==> config.mk <==
export PLATFORM = sky130hd
export DESIGN_NAME = count_sem_unit
export DESIGN_NICKNAME = d
export VERILOG_FILES = /design/src/rtl/sem_pkg.sv /design/src/rtl/sem_grant_arb.sv /design/src/rtl/sem_count_reg.sv /design/src/rtl/sem_waiter.sv /design/src/rtl/count_sem_unit.sv
export SDC_FILE = /design/constraint.sdc
export NUM_CORES = 1
export LEC_CHECK = 0
export BUFFER_PORTS_ARGS = -buffer_cell sky130_fd_sc_hd__buf_2
export CAP_MARGIN = 40
export CORE_AREA = 2 2 85 128
export DETAILED_ROUTE_END_ITERATION = 8
export DIE_AREA = 0 0 87 130
export SLEW_MARGIN = 20
export SYNTH_ARGS = -nofsm -noshare
export SYNTH_HDL_FRONTEND = slang
export SYNTH_HIERARCHICAL = 1
export SYNTH_SLANG_ARGS = --single-unit
==> constraint.sdc <==
create_clock -name clk -period 4.1 [get_ports clk]
set_input_delay 0.205 -clock clk [delete_from_list [all_inputs] [get_ports clk]]
set_output_delay 0.205 -clock clk [all_outputs]
set_load 0.02 [all_outputs]
==> src/rtl/sem_pkg.sv <==
// Package: result codes and widths shared by the semaphore unit modules.
package sem_pkg;
    localparam int CODE_W = 4;

    typedef enum logic [CODE_W-1:0] {
        SEM_OK       = 4'd0,
        SEM_TIMEOUT  = 4'd1,
        SEM_OVERFLOW = 4'd14,
        SEM_EMPTY    = 4'd15
    } sem_code_e;
endpackage

==> src/rtl/sem_grant_arb.sv <==
// Grant arbiter: hands the units in the current count to the requesting
// get ports in fixed priority order, port 0 first.
// Assumes: count is the registered count; 'want' is the combinational
// demand from each waiter slot. Purely combinational apart from the checks.
module sem_grant_arb #(
    parameter int NUM_GET = 2,
    parameter int CNT_W   = 8,
    parameter int GW      = $clog2(NUM_GET + 1)
) (
    input  logic               clk,
    input  logic               rst_n,
    input  logic [CNT_W-1:0]   count,
    input  logic [NUM_GET-1:0] want,
    output logic [NUM_GET-1:0] grant,
    output logic [GW-1:0]      n_grant
);
    logic [CNT_W-1:0] left;

    // Walk the ports by rank, granting while units remain.
    always_comb begin
        left    = count;
        grant   = '0;
        n_grant = '0;
        for (int i = 0; i < NUM_GET; i++) begin
            if (want[i] && left != '0) begin
                grant[i] = 1'b1;
                left     = left - 1'b1;
                n_grant  = n_grant + 1'b1;
            end
        end
    end

    // never more grants than units held, and only to ports that asked.
    assert_grant_bound_R9: assert property (@(posedge clk) disable iff (!rst_n)
        ($countones(grant) <= count) && ((grant & ~want) == '0));

    // port 0 asking with a unit held is always served.
    assert_port0_first_R9: assert property (@(posedge clk) disable iff (!rst_n)
        (want[0] && count != '0) |-> grant[0]);
endmodule

==> src/rtl/sem_count_reg.sv <==
// Count register: holds the semaphore count, applies the units granted to
// gets and the producer put in the same cycle, and reports the put result.
// Assumes: n_grant never exceeds count (guaranteed by the arbiter).
module sem_count_reg
    import sem_pkg::*;
#(
    parameter int CNT_W   = 8,
    parameter int MAX_CNT = 255,
    parameter int GW      = 2
) (
    input  logic              clk,
    input  logic              rst_n,
    input  logic              put_req,
    input  logic [GW-1:0]     n_grant,
    output logic [CNT_W-1:0]  count,
    output logic              put_done,
    output logic [CODE_W-1:0] put_code
);
    localparam logic [CNT_W-1:0] CEIL = CNT_W'(MAX_CNT);

    logic [CNT_W-1:0] count_q;
    logic [CNT_W-1:0] after_get;
    logic             put_ok;

    // Count after this cycle's grants; the put is judged against it.
    always_comb begin
        after_get = count_q - CNT_W'(n_grant);
        put_ok    = put_req && (after_get < CEIL);
    end

    // Update the count and register the put result.
    always_ff @(posedge clk) begin
        if (!rst_n) begin
            count_q  <= '0;
            put_done <= 1'b0;
            put_code <= SEM_OK;
        end else begin
            count_q  <= after_get + (put_ok ? CNT_W'(1) : CNT_W'(0));
            put_done <= put_req;
            put_code <= put_ok ? SEM_OK : SEM_OVERFLOW;
        end
    end

    assign count = count_q;

    // the count never exceeds its ceiling.
    assert_no_overflow_R3: assert property (@(posedge clk) disable iff (!rst_n)
        count_q <= CEIL);

    // a refused put at the ceiling leaves the count in place.
    assert_ceiling_hold_R3: assert property (@(posedge clk) disable iff (!rst_n)
        (put_req && count_q == CEIL && n_grant == '0) |=> (count_q == CEIL));

    // a lone put below the ceiling adds exactly one.
    assert_put_step_R2: assert property (@(posedge clk) disable iff (!rst_n)
        (put_req && count_q < CEIL && n_grant == '0) |=>
        (count_q == $past(count_q) + 1'b1));

    // put and a single grant together leave the count unchanged.
    assert_net_zero_R8: assert property (@(posedge clk) disable iff (!rst_n)
        (put_req && n_grant == GW'(1)) |=> $stable(count_q));
endmodule

==> src/rtl/sem_waiter.sv <==
// Waiter slot: one per get port. Takes a request, claims a unit through the
// arbiter, or parks and counts down its tick budget until a unit shows up
// or the budget is spent. Produces the per-port done pulse and code.
// Assumes: tick is a one-cycle pulse; requests while parked are ignored.
module sem_waiter
    import sem_pkg::*;
#(
    parameter int TMO_W = 16
) (
    input  logic              clk,
    input  logic              rst_n,
    input  logic              tick,
    input  logic              req,
    input  logic [TMO_W-1:0]  tmo,
    input  logic              grant,
    input  logic              cnt_nz,
    output logic              want,
    output logic              done,
    output logic [CODE_W-1:0] code
);
    logic             waiting_q;
    logic [TMO_W-1:0] budget_q;

    // Demand a unit on a fresh request or every cycle while parked.
    assign want = waiting_q || req;

    // Slot state: idle/parked, tick budget, and the registered result.
    always_ff @(posedge clk) begin
        if (!rst_n) begin
            waiting_q <= 1'b0;
            budget_q  <= '0;
            done      <= 1'b0;
            code      <= SEM_OK;
        end else begin
            done <= 1'b0;
            if (!waiting_q) begin
                if (req) begin
                    if (grant) begin
                        done <= 1'b1;
                        code <= SEM_OK;
                    end else if (tmo == '0) begin
                        done <= 1'b1;
                        code <= SEM_TIMEOUT;
                    end else begin
                        waiting_q <= 1'b1;
                        budget_q  <= tmo;
                    end
                end
            end else if (grant) begin
                done      <= 1'b1;
                code      <= SEM_OK;
                waiting_q <= 1'b0;
            end else if (cnt_nz) begin
                done      <= 1'b1;
                code      <= SEM_EMPTY;
                waiting_q <= 1'b0;
            end else if (tick) begin
                if (budget_q == TMO_W'(1)) begin
                    done      <= 1'b1;
                    code      <= SEM_TIMEOUT;
                    waiting_q <= 1'b0;
                end else begin
                    budget_q <= budget_q - 1'b1;
                end
            end
        end
    end

    // a success is only reported after a unit was granted.
    assert_ok_needs_grant_R4: assert property (@(posedge clk) disable iff (!rst_n)
        (done && code == SEM_OK) |-> $past(grant));

    // a parked slot with no unit and no tick stays silent.
    assert_no_tick_no_end_R6: assert property (@(posedge clk) disable iff (!rst_n)
        (waiting_q && !cnt_nz && !tick) |=> !done);

    // zero timeout on an empty count ends at once with timeout.
    assert_zero_tmo_R7: assert property (@(posedge clk) disable iff (!rst_n)
        (!waiting_q && req && !grant && tmo == '0) |=> (done && code == SEM_TIMEOUT));

    // a parked slot that sees units but wins none reports empty.
    assert_lost_wake_R10: assert property (@(posedge clk) disable iff (!rst_n)
        (waiting_q && cnt_nz && !grant) |=> (done && code == SEM_EMPTY));
endmodule

==> src/rtl/count_sem_unit.sv <==
// Counting semaphore unit top: one producer put port, NUM_GET consumer get
// ports with tick-counted waits. Wires the waiter slots, the priority grant
// arbiter and the count register together.
// Assumes: synchronous active-low reset; tick and requests are one cycle.
module count_sem_unit
    import sem_pkg::*;
#(
    parameter int NUM_GET = 2,
    parameter int CNT_W   = 8,
    parameter int MAX_CNT = 255,
    parameter int TMO_W   = 16
) (
    input  logic                      clk,
    input  logic                      rst_n,
    input  logic                      tick,
    input  logic                      put_req,
    output logic                      put_done,
    output logic [CODE_W-1:0]         put_code,
    input  logic [NUM_GET-1:0]        get_req,
    input  logic [NUM_GET*TMO_W-1:0]  get_tmo,
    output logic [NUM_GET-1:0]        get_done,
    output logic [NUM_GET*CODE_W-1:0] get_code,
    output logic [CNT_W-1:0]          count
);
    localparam int GW = $clog2(NUM_GET + 1);

    logic [NUM_GET-1:0] want;
    logic [NUM_GET-1:0] grant;
    logic [GW-1:0]      n_grant;
    logic               cnt_nz;

    assign cnt_nz = (count != '0);

    sem_grant_arb #(.NUM_GET(NUM_GET), .CNT_W(CNT_W), .GW(GW)) arb_i (
        .clk     (clk),
        .rst_n   (rst_n),
        .count   (count),
        .want    (want),
        .grant   (grant),
        .n_grant (n_grant)
    );

    sem_count_reg #(.CNT_W(CNT_W), .MAX_CNT(MAX_CNT), .GW(GW)) cnt_i (
        .clk      (clk),
        .rst_n    (rst_n),
        .put_req  (put_req),
        .n_grant  (n_grant),
        .count    (count),
        .put_done (put_done),
        .put_code (put_code)
    );

    for (genvar g = 0; g < NUM_GET; g++) begin : g_slot
        sem_waiter #(.TMO_W(TMO_W)) slot_i (
            .clk    (clk),
            .rst_n  (rst_n),
            .tick   (tick),
            .req    (get_req[g]),
            .tmo    (get_tmo[g*TMO_W +: TMO_W]),
            .grant  (grant[g]),
            .cnt_nz (cnt_nz),
            .want   (want[g]),
            .done   (get_done[g]),
            .code   (get_code[g*CODE_W +: CODE_W])
        );
    end

    // the first cycle after reset shows an empty, quiet unit.
    assert_reset_quiet_R1: assert property (@(posedge clk)
        !$past(rst_n) |-> (count == '0 && !put_done && get_done == '0));
endmodule

==> results.yml, run 1 <==
power:
  swShare_pct: 44.6
  p_seq_share_pct: 26.3
  p_sw_mw: 1.25
  power_frac_comb_pct: 56.8
  power_density_nw_per_um2: 688
  clkPwrFrac_pct: 16.9
  p_leak_nw: 1.63
  irDropWorstVdd_v: 0.000261
  internal-power_mw: 1.55
  power.total_mw: 2.80
yosys:
  synth_flop_cell: "dfxtp_1"
  syn_inst: 436
  ys_warn_count: 6
  synth-seq-cells: 50
  syn_area_um2: 3520
  yosys.cell_types.count: 58
  syn_area_per_cell_um2: 8.08
  yosysSeqAreaShare_pct: 28.4
  async_flop_share_pct: 0
  synth_edf_count: 0
  postSynthNetCount: 486
finish:
  seqCellArea_um2: 1010
  utilization_pct: 39.5
  fillers: 1083
  area_delta_synth_final_pct: 15.4
  multi_input_area_um2: 2290
  antenna_cells: 0
  drive_above_1_share_pct: 23.4
  fin_nets: 531
setup_path:
  cp_slowest_stage_delay_ps: 530
  cp_max_fo: 7
  cp.arrival_ps: 4030
  cp_common_cell: "ha_1"
  critical_path_class: "reg2reg"
  required_ps: 4270
  path_buf_inv: 1
  critPathTopFamily: "adder cells"
  setup.worst_path.start_class: "register"
  crit_chain: "or4_4, nor2_2, a31oi_1, ha_1, ha_1, inv_1, fa_1, nor3_2, nand4b_1, nand2_1, a21boi_1, ha_2, ha_1, nand2_1, a21o_1, o311ai_2, o41ai_1"
  cp_slowest_cell: "or4_4"
  end_kind: "register"
clock_tree:
  clockBufferDepth: 2
  htreeDepth: 2
  ctsHoldBuffers: 0
  cts_root_buf: "clkbuf_16"
  clkSinkCount: 50
  clk_latency_ps: 290
  cts_made_buffers: 5
  cts.clk_slew.worst_paths_ps: 70
  cts_tree: "done"
run:
  drv_cap: 0
place:
  dp_hpwl_um: 6870
  dp_worst_setup_slack_ps: 16.4
  io_buffers: 59
  gp_congestion: 0.799
routing:
  totalWireLength_um: 9270
  drt.antenna.violating_nets: 0
  vias: 3345
  dr.first_iter.drc_count: 130
  vias_per_cell: 5.56
  drt_drc_violations_left: 0
  drt_first_pass_iters: 4
  wl_per_cell_um: 15.4
outcome:
  status: "finished clean"
timing:
  slew_headroom_pct: 43.9
  period_needed_ps: 3860
  finalClockSkew_ps: 6.74
  finalMaxSlewViolations: 0
  fmax_ghz: 0.259
  final-setup-viol-count: 0
  final_hold_viol_count: 0
  tns_ps: 0
  worstMarginPinSlew_ps: 842
  layout_setup_ws_ps: 239
  final.period_utilization_pct: 94.2
global_route:
  grt_max_degree: 44
  antenna_found_initial: 0
  grt.overflow.total: 0
  grt.total_usage_pct: 16.7
  grt_first_pass_wirelength_um: 15200
  grt_pass1_vias: 3154
die:
  die_x_um: 87
  start_util_pct: 34.2
  die_y_um: 130
  core_area_um2: 10300
  rows: 46
  io-pin-count: 61
  dieArea_um2: 11300
min_path:
  hold_class: "in2reg"
## per-layer routing
metal | share of wire, % | global-route usage [%]
met5 | 0 | 0
met4 | 2.1 | 5.97
met3 | 3.5 | 2.53
met2 | 52 | 30.3
met1 | 43 | 19.6
## power groups by stage
stage	logic (mW)	clock network [mW]	registers, mW
2_1_floorplan	1.16	0	0.762
3_5_place_dp	1.52	0	0.739
6_report	1.59	0.474	0.736
4_1_cts	1.54	0.494	0.727
5_1_grt	1.78	0.515	0.754
3_3_place_gp	1.49	0	0.730
## sequential cells by signal, summed over array words and instances, names as in the netlist
| register | count |
|---|---|
| cnt_i/put_done | 1 |
| g_slot.slot_i/code | 4 |
| g_slot.slot_i/waiting_q | 2 |
| g_slot.slot_i/budget_q | 32 |
| g_slot.slot_i/done | 2 |
| cnt_i/put_code | 1 |
| cnt_i/count | 8 |
## cell families (layout without fill, tap and decap cells)
family / count (synthesis) / after routing / share of synthesized area [%]
flip-flops: 50 / 50 / 28.4
AND/OR/NAND/NOR: 193 / 193 / 31.4
XOR/XNOR: 11 / 11 / 2.73
multiplexers: 11 / 11 / 3.13
other: 1 / 1 / 0.106
buffers and inverters: 52 / 98 / 7.63
AO/OA/AOI/OAI: 106 / 106 / 22.1
adder cells (fa/ha/maj): 12 / 12 / 4.47
## cells in the final DEF (no fill, tap or decap), drive strengths merged, types with 11 or more instances in the layout
cell type   n
a31oi      15
nor3       12
nor2b      20
buf        67
mux2i      11
inv        23
and2       12
nand2      60
a21oi      31
dfxtp      50
nor2       32
ha         11
nor4       18
o32ai      24
## final cells by class
type                    count  share of cell area, %
repair buffers             67                   9.04
multi-input cells         334                   56.3
clock buffers               5                   3.08
clock inverters             3                  0.984
inverters                  23                   2.12
flip-flops and latches     50                   24.8
well taps                 120                   3.69
## through the flow
step / hold slack [ps] / cell area (um^2) / instances
after floorplan: 327 / 3520 / 436
after global placement: 445 / 3830 / 592
after detailed placement: 444 / 3850 / 593
after CTS: 133 / 4020 / 601
after global routing: 159 / 4070 / 602
final: 148 / 4070 / 602
## cell usage after synthesis (2+ instances only)
cell type | instances | area, um^2
a211o_1 | 4 | 35.0
a21o_1 | 2 | 15.0
a21oi_1 | 27 | 135
a21oi_2 | 4 | 35.0
a22oi_1 | 2 | 15.0
a22oi_4 | 2 | 42.5
a31oi_1 | 15 | 93.8
a41oi_2 | 2 | 32.5
and2_0 | 2 | 12.5
and2_1 | 10 | 62.6
buf_2 | 2 | 10.0
buf_4 | 7 | 52.6
buf_6 | 6 | 67.6
clkbuf_1 | 14 | 52.6
dfxtp_1 | 50 | 1000
ha_1 | 11 | 138
inv_1 | 23 | 86.3
mux2i_1 | 11 | 110
nand2_1 | 60 | 225
nand2b_1 | 4 | 25.0
nand3_1 | 5 | 25.0
nand3b_1 | 2 | 15.0
nand4_2 | 2 | 25.0
nand4b_1 | 3 | 26.3
nor2_1 | 31 | 116
nor2b_1 | 20 | 125
nor3_1 | 11 | 55.1
nor3b_1 | 6 | 45.0
nor4_1 | 10 | 62.6
nor4_2 | 6 | 75.1
nor4_4 | 2 | 42.5
nor4b_1 | 2 | 17.5
o21ai_0 | 5 | 25.0
o21ai_1 | 5 | 25.0
o22ai_1 | 4 | 25.0
o311a_1 | 2 | 20.0
o32ai_1 | 24 | 210
or2_0 | 2 | 12.5
or3_1 | 4 | 25.0
or4_1 | 3 | 22.5
or4_4 | 3 | 33.8
xnor2_1 | 7 | 61.3
xor2_1 | 4 | 35.0
## final timing paths
check | startpoint | end | slack (ps) | depth (start not counted)
worst min register to register | g_slot[1].slot_i/code[2]$_SDFFE_PN0P_ | g_slot[1].slot_i/code[2]$_SDFFE_PN0P_ | 490 | 2
worst max-delay path | cnt_i/count[4]$_SDFF_PN0_ | cnt_i/count[6]$_SDFF_PN0_ | 240 | 17
worst max register to register | cnt_i/count[4]$_SDFF_PN0_ | cnt_i/count[6]$_SDFF_PN0_ | 240 | 17
worst min-delay path | put_req | cnt_i/put_done$_SDFF_PN0_ | 150 | 2
## worst register-to-register path, delay by kind of cell (launching register included)
kind,cells,cell delay [ps]
compound gates,5,870
fa+ha+maj,5,1280
buf+inv,1,50
flops,1,360
simple gates,6,1190
## timing repair
item	CTS	global route
buffers inserted	0	1
pin swaps	0	2
gates resized for setup	1	14
setup endpoints to repair	1	4
Power figures use the tool's default switching activity.
==> run 2: changes to the inputs <==
--- a/config.mk
+++ b/config.mk
@@ -7,7 +7,7 @@
 export LEC_CHECK = 0
-export BUFFER_PORTS_ARGS = -buffer_cell sky130_fd_sc_hd__buf_2
 export CAP_MARGIN = 40
-export CORE_AREA = 2 2 85 128
+export CORE_AREA = 2 2 99 111
 export DETAILED_ROUTE_END_ITERATION = 8
-export DIE_AREA = 0 0 87 130
+export DIE_AREA = 0 0 101 113
+export DONT_BUFFER_PORTS = 1
 export SLEW_MARGIN = 20
==> constraint.sdc (replaced) <==
create_clock -name clk -period 4.1 [get_ports clk]
set_input_delay 0.82 -clock clk [delete_from_list [all_inputs] [get_ports clk]]
set_output_delay 0.82 -clock clk [all_outputs]
set_load 0.02 [all_outputs]
==> run 2 against run 1 <==
  * Register-to-register slack improved by 40 ps
  * Setup slack improved by 43 ps
  * Via count fell by 5.2%
  * Core utilization fell by 2.4 points
  * Fmax rose by 1.1%
  * Sequential power rose by 2%
  * First-iteration DRC count fell by 30%
  * Combinational power fell by 5%
  * Die area rose by 0.91%
  * Sequential share of layout area rose by 1.6 points
  * Worst hold slack improved by 340 ps
  * Clock skew rose by 4.0 ps
  * Critical path type unchanged
==> results.yml, run 2 (synthesis results as in run 1) <==
clock_tree:
  clkSinkCount: 50
  ctsResizeCount: 0
  cts.clk_slew.worst_paths_ps: 70
  postCtsSetupRepairBufs: 0
  htreeDepth: 2
  cts_root_buf: "clkbuf_16"
  ctsHoldBuffers: 0
  cts_made_buffers: 5
  cts_tree: "done"
  clockBufferDepth: 2
  clk_latency_ps: 290
global_route:
  antenna_found_initial: 1
  grt_first_pass_wirelength_um: 14600
  grt.overflow.total: 0
  grt.total_usage_pct: 15.8
  grt_max_degree: 47
  grt_pass1_vias: 3058
routing:
  wl_per_cell_um: 16.1
  dr.first_iter.drc_count: 91
  vias_per_cell: 5.70
  vias: 3170
  drt_drc_violations_left: 0
  totalWireLength_um: 8950
  drt_first_pass_iters: 4
  drt.antenna.violating_nets: 0
min_path:
  worstHoldPathCells: 2
  min_from: "g_slot[1].slot_i/budget_q[15]$_SDFFE_PN0P_"
  hold_class: "reg2reg"
finish:
  drive_above_1_share_pct: 12.7
  fillers: 1050
  multi_input_area_um2: 2260
  fin_nets: 481
  seqCellArea_um2: 1000
  area_delta_synth_final_pct: 7.81
  largest_register: "g_slot.slot_i/budget_q"
  final_cell_mix: "nand2_1 (60), dfxtp_1 (49), nor2_1 (31)"
  largest_reg_flops: 32
  layout_commonest_cell: "nand2_1"
setup_path:
  cp_slowest_stage_delay_ps: 540
  end_kind: "register"
  ff2ff_path_depth: 17
  critical_path_class: "reg2reg"
  crit_cells: 17
  setup.worst_path.start_class: "register"
  required_ps: 4260
  path_buf_inv: 1
  cp_max_fo: 3
  crit_chain: "or4_4, nor2_2, a31oi_1, ha_1, ha_1, inv_1, fa_1, nor3_2, nand4b_1, nand2_1, a21boi_1, ha_1, ha_1, nand2_1, a21o_1, o311ai_1, o41ai_1"
  cp.arrival_ps: 3980
  crit_path_start: "cnt_i/count[4]$_SDFF_PN0_"
  critPathTopFamily: "adder cells"
  r2r_start: "cnt_i/count[4]$_SDFF_PN0_"
  cp_common_cell: "ha_1"
  cp_slowest_cell: "or4_4"
timing:
  layout_setup_ws_ps: 281
  grt_setup_unrepaired: "false"
  slew_headroom_pct: 43.1
  final_hold_viol_count: 0
  final-setup-viol-count: 0
  period_needed_ps: 3820
  worstMarginPinSlew_ps: 854
  fmax_ghz: 0.262
  finalClockSkew_ps: 10.8
  finalMaxSlewViolations: 0
  final.period_utilization_pct: 93.1
run:
  drv_cap: 0
power:
  p_sw_mw: 1.20
  p_seq_share_pct: 27.4
  power_frac_comb_pct: 55.3
  power.total_mw: 2.74
  clkPwrFrac_pct: 17.3
  irDropWorstVdd_v: 0.000228
  power_density_nw_per_um2: 721
  p_leak_nw: 1.41
  internal-power_mw: 1.54
  swShare_pct: 43.9
die:
  dieArea_um2: 11400
  start_util_pct: 34.4
  rows: 39
  die_x_um: 101
  core_area_um2: 10200
  io-pin-count: 61
  die_y_um: 113
place:
  gp_congestion: 0.891
  dp_hpwl_um: 6330
  dp_worst_setup_slack_ps: -114
  io_buffers: 0
outcome:
  status: "finished clean"
-- run 2: changes by cell type in the layout (fill, tap and decap cells not counted), moves of 3 or more --
cell     delta
buf_2      -59
dfxtp_1     +4
buf_4      +10
dfxtp_2     -3
-- run 2: path summary, 6_finish.rpt --
kind	end	slack (ps)
min reg2reg	g_slot[1].slot_i/budget_q[15]$_SDFFE_PN0P_	490
max reg2reg	cnt_i/count[6]$_SDFF_PN0_	280
min	g_slot[1].slot_i/budget_q[15]$_SDFFE_PN0P_	490
max	cnt_i/count[6]$_SDFF_PN0_	280
-- run 2: per-stage QoR --
step,utilization (%),cells,setup TNS [ps],hold WS [ps],cell area [um^2]
after floorplan,-,436,0,453,3520
after global placement,35.3,547,0,468,3620
after detailed placement,35.3,547,-114,478,3620
after CTS,37.0,555,0,488,3790
after global routing,37.1,556,0,505,3800
final,37.1,556,0,488,3800
-- run 2: power groups by stage --
stage,clock network [mW],registers (mW),logic [mW]
6_report,0.475,0.749,1.51
3_3_place_gp,0,0.754,1.47
2_1_floorplan,0,0.762,1.16
5_1_grt,0.514,0.764,1.70
4_1_cts,0.490,0.747,1.50
3_5_place_dp,0,0.756,1.49
-- run 2: worst reg2reg max path: stages, from the launching register on --
cell      delay, ps
dfxtp_1         320
or4_4           540
nor2_2          120
a31oi_1         140
ha_1            330
ha_1            140
inv_1            40
fa_1            430
nor3_2          160
nand4b_1        180
nand2_1          90
a21boi_1        170
ha_1            200
ha_1            180
nand2_1          60
a21o_1          190
o311ai_1        300
o41ai_1         120
-- run 2: metal layers --
layer | vias to the layer above | share of wire, % | track usage, %
met5 | - | 0 | 0
met4 | 0 | 1.7 | 5.59
met3 | 12 | 5.6 | 3.83
met2 | 85 | 48 | 26.4
met1 | 1501 | 44 | 19.8
li1 | 1572 | - | -
-- run 2: area by class of cell --
type / count / share of cell area [%]
Clock buffer: 5 / 3.29
Inverter: 23 / 2.27
Clock inverter: 3 / 1.05
Sequential cell: 50 / 26.4
Timing Repair Buffer: 17 / 3.36
Multi-Input combinational cell: 334 / 59.5
Antenna cell: 1 / 0.0659
Tap cell: 123 / 4.05
==> run 3: changes to the inputs <==
--- a/config.mk
+++ b/config.mk
@@ -7,3 +7,2 @@
 export LEC_CHECK = 0
-export CAP_MARGIN = 40
 export CORE_AREA = 2 2 99 111
==> constraint.sdc (replaced) <==
create_clock -name clk -period 4.1 [get_ports clk]
set_input_delay 0 -clock clk [delete_from_list [all_inputs] [get_ports clk]]
set_output_delay 0 -clock clk [all_outputs]
set_load 0.02 [all_outputs]
==> run 3 against run 2 <==
  * Sequential cell count stayed put
  * First-iteration DRC count is 14% higher
  * Wire length is 3.8% higher
  * Critical path depth is 1 lower
  * Non-clock buffer count is 17 higher
  * Clock-buffer cell count is 1 higher
  * Largest power group unchanged
==> results.yml, run 3 (synthesis results as in run 1) <==
timing:
  period_needed_ps: 3880
  final-setup-viol-count: 0
  final_hold_viol_count: 0
  slew_headroom_pct: 45.4
  worstMarginPinSlew_ps: 820
  finalClockSkew_ps: 4.85
  fmax_ghz: 0.258
  finalMaxSlewViolations: 0
  final.period_utilization_pct: 94.6
  tns_ps: 0
  hold-worst-slack_ps: 13.4
  grt_setup_unrepaired: "false"
outcome:
  status: "finished clean"
setup_path:
  critical_path_class: "reg2reg"
  cp_max_fo: 6
  setup.worst_path.start_class: "register"
  required_ps: 4270
  end_kind: "register"
  cp.arrival_ps: 4050
place:
  dp_hpwl_um: 6400
  io_buffers: 0
  gp_congestion: 0.863
  dpl.cell_count: 542
finish:
  final_cell_mix: "nand2_1 (60), dfxtp_1 (49), nor2_1 (31)"
  fin_nets: 498
  antenna_cells: 0
  largest_reg_flops: 32
  layout_commonest_cell: "nand2_1"
  largest_register: "g_slot.slot_i/budget_q"
  layoutNonFillerInstCount: 572
  area_delta_synth_final_pct: 13.4
  drive_above_1_share_pct: 11.4
die:
  rows: 39
  die_y_um: 113
  core_area_um2: 10200
  die_x_um: 101
  io-pin-count: 61
  start_util_pct: 34.4
  dieArea_um2: 11400
min_path:
  hold_class: "in2reg"
clock_tree:
  clkSinkCount: 50
  clockBufferDepth: 2
  cts_root_buf: "clkbuf_16"
  cts_made_buffers: 5
  cts_tree: "done"
  htreeDepth: 2
  postCtsSetupRepairBufs: 0
  cts.clk_slew.worst_paths_ps: 70
  clk_latency_ps: 290
global_route:
  grt_pass1_vias: 3135
  antenna_found_initial: 0
  grt_first_pass_wirelength_um: 15200
  grt_max_degree: 44
  grt.total_usage_pct: 16.5
  grt.overflow.total: 0
routing:
  dr.first_iter.drc_count: 104
  dr_wl_met2_um: 4540
  totalWireLength_um: 9290
  drt_drc_violations_left: 0
  met1_length_um: 4070
  vias_per_cell: 5.62
  drt.antenna.violating_nets: 0
  drt_first_pass_iters: 4
  top_layer: "met4"
  wl_per_cell_um: 16.2
  vias: 3213
  met3WireLength_um: 472
power:
  power_density_nw_per_um2: 685
  irDropWorstVdd_v: 0.000211
  p_leak_nw: 1.47
run:
  drv_cap: 0
## run 3: routing by layer
metal / track usage, % / up-vias
li1: - / 1599
met1: 20.4 / 1530
met2: 27.8 / 70
met3: 3.83 / 14
met4: 6.31 / 0
met5: 0 / -
## run 3: repair_timing
item	CTS	global route
endpoints found under the setup margin	0	1
endpoints found under the hold margin	48	0
hold buffers	22	0
gates resized for setup	0	4
## run 3: stage by stage
stage | total power, mW | utilization [%] | setup WS [ps] | cell area [um^2]
final | 2.74 | 39.0 | 222 | 4000
after detailed placement | 2.21 | 35.0 | 152 | 3580
after global placement | 2.19 | 35.0 | 330 | 3580
after global routing | 2.97 | 39.0 | 14.1 | 4000
after CTS | 2.74 | 38.9 | 146 | 3980
after floorplan | 1.92 | - | 131 | 3520
## run 3: final timing paths
| path | from | endpoint | slack (ps) | cells past startpoint |
|---|---|---|---|---|
| hold reg to reg | g_slot[0].slot_i/budget_q[15]$_SDFFE_PN0P_ | g_slot[0].slot_i/budget_q[15]$_SDFFE_PN0P_ | 490 | 2 |
| hold / removal | get_tmo[27] | g_slot[1].slot_i/budget_q[11]$_SDFFE_PN0P_ | 10 | 4 |
| setup reg to reg | cnt_i/count[4]$_SDFF_PN0_ | cnt_i/count[6]$_SDFF_PN0_ | 220 | 16 |
| setup / recovery | cnt_i/count[4]$_SDFF_PN0_ | cnt_i/count[6]$_SDFF_PN0_ | 220 | 16 |
## run 3: where the power goes
group / internal [mW] / switching [mW]
sequential: 0.592 / 0.145
combinational: 0.637 / 0.880
clock: 0.289 / 0.194
## run 3: worst max-delay path, cell delays in order, from the launching register on
cell and delay [ps]:
dfxtp_1 310, or4_4 520, nor2_2 130, a31oi_1 120, ha_1 330, ha_1 190, nor2b_2 270, nor4b_4 80
xnor2_1 350, nor3_2 100, a21boi_0 230, ha_1 210, ha_1 180, nand2_1 70, a21o_1 190, o311ai_1 330
o41ai_1 120
## run 3: final cells by class
cell class,count,area [um^2]
tap,123,154
clock buffer,6,129
inverter,23,86.3
fill,1059,6250
timing repair buffer,34,320
multi-input combinational,334,2270
sequential,50,1000
clock inverter,2,37.5
